<file path="src/rtl/rng_health_monitor.sv">
module rng_health_monitor #(
  parameter int NBITS   = 20000,
  parameter int ONES_LO = 9654,
  parameter int ONES_HI = 10346,
  parameter int SQ_LO   = 1562822,
  parameter int SQ_HI   = 1580437,
  parameter int RUN_MAX = 33
) (
  input  logic clk,
  input  logic rst,
  input  logic start,
  input  logic bit_in,
  input  logic bit_vld,
  output logic done,
  output logic pass_all,
  output logic pass_mono,
  output logic pass_poker,
  output logic pass_run
);
  localparam int CW = $clog2(NBITS + 1);
  localparam int FW = $clog2(NBITS / 4 + 1);
  localparam int SW = 2 * FW + 4;
  localparam int RW = $clog2(RUN_MAX + 2);

  logic          busy, scan, last, run_fail;
  logic [3:0]    idx;
  logic [1:0]    ph;
  logic [2:0]    sh;
  logic [CW-1:0] cnt, ones;
  logic [SW-1:0] acc, sq;
  logic [RW-1:0] run_len, run_nxt;
  logic [FW-1:0] freq [16];

  wire take = busy & bit_vld & ~start;

  assign sq = SW'(freq[idx]) * SW'(freq[idx]);
  assign run_nxt = (cnt != '0 && bit_in == last)
                 ? ((run_len == RW'(RUN_MAX + 1)) ? run_len : run_len + RW'(1))
                 : RW'(1);

  always_ff @(posedge clk) begin
    if (rst || start) begin
      busy     <= start;
      scan     <= 1'b0;
      done     <= 1'b0;
      cnt      <= '0;
      ones     <= '0;
      sh       <= '0;
      ph       <= '0;
      idx      <= '0;
      acc      <= '0;
      run_len  <= '0;
      last     <= 1'b0;
      run_fail <= 1'b0;
      for (int i = 0; i < 16; i++) freq[i] <= '0;
    end else begin
      if (take) begin
        cnt     <= cnt + CW'(1);
        ones    <= ones + CW'(bit_in);
        sh      <= {sh[1:0], bit_in};
        ph      <= ph + 2'd1;
        last    <= bit_in;
        run_len <= run_nxt;
        if (ph == 2'd3) freq[{sh, bit_in}] <= freq[{sh, bit_in}] + FW'(1);
        if (run_nxt > RW'(RUN_MAX)) run_fail <= 1'b1;
        if (cnt == CW'(NBITS - 1)) begin
          busy <= 1'b0;
          scan <= 1'b1;
          idx  <= '0;
        end
      end
      if (scan) begin
        acc <= acc + sq;
        idx <= idx + 4'd1;
        if (idx == 4'd15) begin
          scan <= 1'b0;
          done <= 1'b1;
        end
      end
    end
  end

  assign pass_mono  = done & (ones > CW'(ONES_LO)) & (ones < CW'(ONES_HI));
  assign pass_poker = done & (acc >= SW'(SQ_LO)) & (acc <= SW'(SQ_HI));
  assign pass_run   = done & ~run_fail;
  assign pass_all   = pass_mono & pass_poker & pass_run;

  assert_window_bound_R1: assert property (@(posedge clk) disable iff (rst)
    cnt <= CW'(NBITS));
  assert_ones_within_count_R2: assert property (@(posedge clk) disable iff (rst)
    ones <= cnt);
  assert_run_latched_R4: assert property (@(posedge clk) disable iff (rst)
    run_fail && !start |=> run_fail);
  assert_run_saturates_R4: assert property (@(posedge clk) disable iff (rst)
    run_len <= RW'(RUN_MAX + 1));
  assert_results_hold_R6: assert property (@(posedge clk) disable iff (rst)
    done && !start |=> done && $stable(pass_all) && $stable(pass_mono)
                       && $stable(pass_poker) && $stable(pass_run));
  assert_start_clears_R7: assert property (@(posedge clk) disable iff (rst)
    start |=> !done && !scan && cnt == '0);
  assert_phases_exclusive_R5: assert property (@(posedge clk) disable iff (rst)
    $onehot0({busy, scan, done}));
endmodule

</file>
<file path="config.mk">
export PLATFORM = sky130hd
export DESIGN_NAME = rng_health_monitor
export DESIGN_NICKNAME = d
export VERILOG_FILES = /design/src/rtl/rng_health_monitor.sv
export SDC_FILE = /design/constraint.sdc
export NUM_CORES = 1
export LEC_CHECK = 0
export ABC_CLOCK_PERIOD_IN_PS = 9080
export CAP_MARGIN = 20
export CORE_ASPECT_RATIO = 0.7
export CORE_UTILIZATION = 65
export CTS_CLUSTER_SIZE = 10
export DETAILED_ROUTE_END_ITERATION = 7
export PLACE_DENSITY = 0.78
export SLEW_MARGIN = 25
export SYNTH_ARGS = -nofsm -noshare
export SYNTH_HDL_FRONTEND = slang
export SYNTH_SLANG_ARGS = --single-unit
</file>
<file path="constraint.sdc">
create_clock -name clk -period 9.08 [get_ports clk]
set_input_delay 0.908 -clock clk [delete_from_list [all_inputs] [get_ports clk]]
set_output_delay 0.908 -clock clk [all_outputs]
set_load 0.05 [all_outputs]
</file>
Yosys cells after proc, flatten, opt, wreduce, memory -nomap -nowiden --
Memory sizes are Yosys's and may differ from the RTL's. A register that Yosys moved wholly into a read port is not among the register bits. Index checks and enable logic that the tools add are counted.
Cells by class: add/sub/neg operators 7, multipliers 1, magnitude comparators 5, equality and inequality tests 5, multiplexer cells 23, bitwise gates (word level) 11, reductions and logical operators 12
Operators with widths (count):
- 30-bit by 26-bit adder with 30-bit output | 1
- 30-bit by 21-bit >= comparator with 1-bit output, second input constant | 1
- 30-bit by 21-bit less-or-equal comparator with 1-bit output, second input constant | 1
- 13-bit by 13-bit multiplier with 26-bit output | 1
- 4-bit two-way mux | 6
- 15-bit by 1-bit adder with 15-bit output | 1
- 15-bit by 1-bit adder with 15-bit output, second input constant | 1
- 15-bit equality test, second input constant | 1
- 15-bit by 14-bit > comparator with 1-bit output, second input constant | 1
- 15-bit by 14-bit < comparator with 1-bit output, second input constant | 1
- 15-bit nonzero test | 1
- 1-bit two-way mux | 14
- 13-bit by 1-bit adder with 13-bit output, second input constant | 1
- 13-bit two-way mux | 1
- 13-bit OR reduction | 1
- 6-bit two-way mux | 2
- 1-bit AND | 9
- 2-bit AND reduction | 4
- 2-bit nonzero test | 4
- 6-bit by 1-bit adder with 6-bit output, second input constant | 1
- 6-bit equality test, second input constant | 1
- 6-bit > comparator, second input constant | 1
- 4-bit by 1-bit adder with 4-bit output, second input constant | 1
- 4-bit equality test, second input constant | 1
- 6 further kinds | 7
Storage, ports and cells: register bits after elaboration 80, memory bits (writable) 208, input bits 5, output and inout bits 5, word-level logic and storage cells 77, memories 1
Memory list:
- freq | words 16, width 13, read ports 2, clocked after Yosys merged registers in 1, wr ports 16, RTL line 32 | logic [FW-1:0] freq [16];

Logic depth before layout (Yosys ltp) --
word-level depth 7, gate-level depth with buffers 28, depth with buffers taken out 24

Worst setup path after synthesis --
OpenSTA, ideal clock, no wires.
path type reg-to-reg, start register (tool-made name), end register acc[27], setup time 0.122 ns, data arrival time 7.155 ns, required time 8.958 ns, setup slack 1.803 ns, cell stages (with the launch flop) 23, buffers on the path 4, clock period less this slack 7.277 ns, cell sequence dfxtp_1 > clkbuf_1 > buf_2 > mux4_2 > mux4_2 > clkbuf_1 > nand2_1 > fa_1 > fa_1 > inv_1 > fa_1 > fa_1 > fa_1 > inv_1 > fa_1 > inv_1 > ha_1 > clkbuf_1 > nand2_1 > o41ai_1 > a21oi_1 > mux2i_1 > a311o_1
RTL lines:
- end signal: assignment | RTL line 73 | acc <= acc + sq;
- end: declaration | RTL line 30 | logic [SW-1:0] acc, sq;

==> results.md <==
- Clock sink count: a little under 300
- Power Dens Cells: between 100 and 150 nW/um^2
- Post-route ant nets: 0
- Post-Syn Area: about 20000 sq um
- Antenna violations before repair: 1
- Fin Clk Skew: 16.5 ps
- Capture point of the worst reg-to-reg path: acc[29]
- WL/cell: around 24 um
- Hold Path Depth: 2
- Pre-CTS WS: ~1100 ps
- # IOs: 10
- Relative slew margins: approximately 28%
- Fillers: around 2100
- Clk_lat worst skew: between 500 and 600 ps
- Worst hold path class: flip-flop to flip-flop
- Post-Synthesis Cells: roughly 1900
- WHS Endpoint: ph[1]
- CTS Buf Count: 35
- Crit Path Class: flip-flop to flip-flop
- Worst slew pin tran: ~1100 ps
- Synth area leaders: edfxtp_1 31%, mux4_2 13%, fa_1 12%
- Placed Instance Area: roughly 21000 sq um
- Outcome: finished, final reports clean
- Area Growth Syn to Fin: 5.81%
- Vias in the first global route: 14800
- Hold slack: 465 ps
- Cells on worst reg2reg path: 22
- Share of layout cells above drive strength 1: around an eighth
- # diodes: 0
- Starting Density: roughly 67%
- TNS Setup: 0 ps
- Total grt overflow: 0
- Sequential fraction of the synthesis area: between 30 and 40%
- Vias/cell: roughly 6.6
- Fin crit period: 7870 ps
- Die X-Extent: 214 um
- Via Count: 14700
- EDFF count, synth: around 210
- First-pass GRT wire length: 83100 um
- FMAX: around 0.13 GHz
- Synth cell types: 77
- Yosys top cell by area: edfxtp_1
- # resized after CTS: 0
- Setup crit start kind: flip-flop
- RSZ-0062 raised after global routing: no
- Total core area: between 30000 and 40000 sq um
- Non-Filler Instances: between 2000 and 2500
- Fin crit share: slightly below 90%
- RePlAce Congestion: around 0.95
- CTS HTree Levels: 2
- Pin count of the biggest net entering global routing: 74
- DP HPWL: 37000 um
- Power Total: between 3 and 4 mW
- FF-to-FF setup slack: about 1200 ps
- Fin area: about 22000 sq um
- Final WS setup: 1210 ps
- Total Routed Length: about 53000 um
- Fin. max-slew vios: 0
- Post-layout net count: ~2000
- CTS root buf: clkbuf_16
- Max_cap viols: 0
- Dpl cells: 2177
- VDD IR max: 0.000173 V
- CP arrival: between 8000 and 9000 ps
- Die height: around 150 um
- DR DRC count: 0
- Ys flop type: edfxtp_1
- Postcts setup bufs: 0
- Final hold viol count: 0
- Post-layout util: 71.0%
- Async S/R FF share, synth: 0%
- DIE AREA: 32200 sq um
- Leakage power: approximately 8.8 nW
- Synth warn: 0
- Worst Hold Launch: ph[1]
- Syn nets: 2068
- # setup viols final: 0
- Rows: 53
- Post-synth top area share: 30.7%
- Clock buffer depth: 3
- # hold bufs at CTS: 0
- CTS tree: done
- Total track usage: between 30% and 40%
- CP max FO: 41
- DRT Pass-1 Iters: 6
- Synth Area per Inst: around 11 sq um
- Worst EP required: roughly 9500 ps
- DR iter-0 viols: ~1900
- Buffers on Ports: 9
- CP Capture Type: flip-flop
- Worst-path clk slew: roughly 60 ps
- Yosys reg bits: between 200 and 300
worst max-delay path by stage:
stage / slack, ps / end / cells past startpoint / from
global placement: 1260 / acc[27] / 19 / flip-flop
CTS: 1150 / acc[27] / 21 / flip-flop
detailed placement: 1140 / acc[27] / 21 / flip-flop
floorplan: 1800 / acc[27] / 22 / flip-flop
finish: 1210 / acc[29] / 22 / flip-flop
global route: 900 / acc[29] / 22 / flip-flop
per-layer routing:
| metal | up-vias | part of all wire [%] | GRT usage [%] | wire length (um) |
|---|---|---|---|---|
| met1 | 7227 | 39 | 48.3 | 20800 |
| met4 | 0 | 2.6 | 11.0 | 1380 |
| met2 | 1021 | 43 | 51.0 | 22900 |
| met5 | - | 0 | 0 | 0 |
| li1 | 6286 | - | - | - |
| met3 | 130 | 15 | 12.0 | 8170 |
cell usage after synthesis, types with 3 or more instances:
cell type  count
fa_1         121
and3_1        14
o21bai_1       5
dfxtp_1       82
clkbuf_1      60
o21a_1         5
mux2i_1       17
and4_1         3
or3_1          7
buf_4          7
a211o_1        3
o211ai_1       3
o21ai_0       31
nand4_1       14
nor3_1        23
ha_1          90
xnor2_2        9
inv_1        242
a31oi_1       13
a211oi_1       7
buf_6          4
o2111ai_1      3
nor2_1       274
o31ai_1        3
xor2_1        32
nor2b_1        9
nand2_1      157
buf_2         19
a21o_1        23
edfxtp_1     209
nand3_1       31
a21oi_1       53
buf_1         11
nor2_2        19
buf_12         3
nor4_1         8
xnor2_1       19
a22oi_1       15
a2111oi_0      3
mux4_2       119
and2_1        32
mux4_1         3
area by class of cell:
cell class / instances / area [sq um] / share of cell area [%]
Clock inverter: 3 / 28.8 / 0.133
Timing Repair Buffer: 19 / 175 / 0.809
Tap cell: 412 / 515 / 2.38
Sequential cell: 291 / 7930 / 36.6
Clock buffer: 47 / 963 / 4.45
Inverter: 242 / 908 / 4.20
Multi-Input combinational cell: 1213 / 11100 / 51.4
critical path: stages, from the launching register on:
cell,delay [ps]
dfxtp_4,510
buf_12,370
mux4_2,630
mux4_2,660
and2_1,260
fa_1,540
inv_1,50
fa_1,490
inv_1,50
fa_1,490
inv_1,50
fa_1,480
inv_1,60
fa_1,570
fa_1,420
ha_1,400
a21oi_1,120
inv_1,60
a31oi_1,70
o21ai_0,580
a31oi_1,300
or3b_2,490
o311ai_0,90
logic make-up (layout without fill, tap and decap cells):
| kind of cell | after synthesis | in the layout | share of synthesized area (%) |
|---|---|---|---|
| compound gates | 185 | 185 | 5.87 |
| xor+xnor | 61 | 61 | 2.98 |
| fa+ha+maj | 211 | 211 | 17.3 |
| buf+inv | 348 | 311 | 7.09 |
| flops | 291 | 291 | 38.7 |
| mux | 141 | 141 | 14.4 |
| simple gates | 615 | 615 | 13.6 |
power breakdown:
part	total, mW	leakage (nW)	switching, mW	internal, mW
clock	1.29	0.483	0.549	0.737
sequential	1.48	2.99	0.0245	1.46
combinational	0.374	5.33	0.240	0.134
cell usage in the layout, fill, tap and decap left out, types with 37 or more instances in the layout:
master	count
nor2_1	272
inv_1	242
edfxtp_1	209
nand2_1	157
fa_1	121
mux4_2	119
ha_1	90
dfxtp_1	78
a21oi_1	53
clkbuf_16	37
flip-flops by register name, indices dropped and copies added (netlist names), 2 cells and up, named ones only:
signal,cells
acc,30
idx,4
ones,15
run_len,6
sh,3
freq,208
cnt,15
ph,2
No activity file was read; power rests on OpenSTA's default activity.
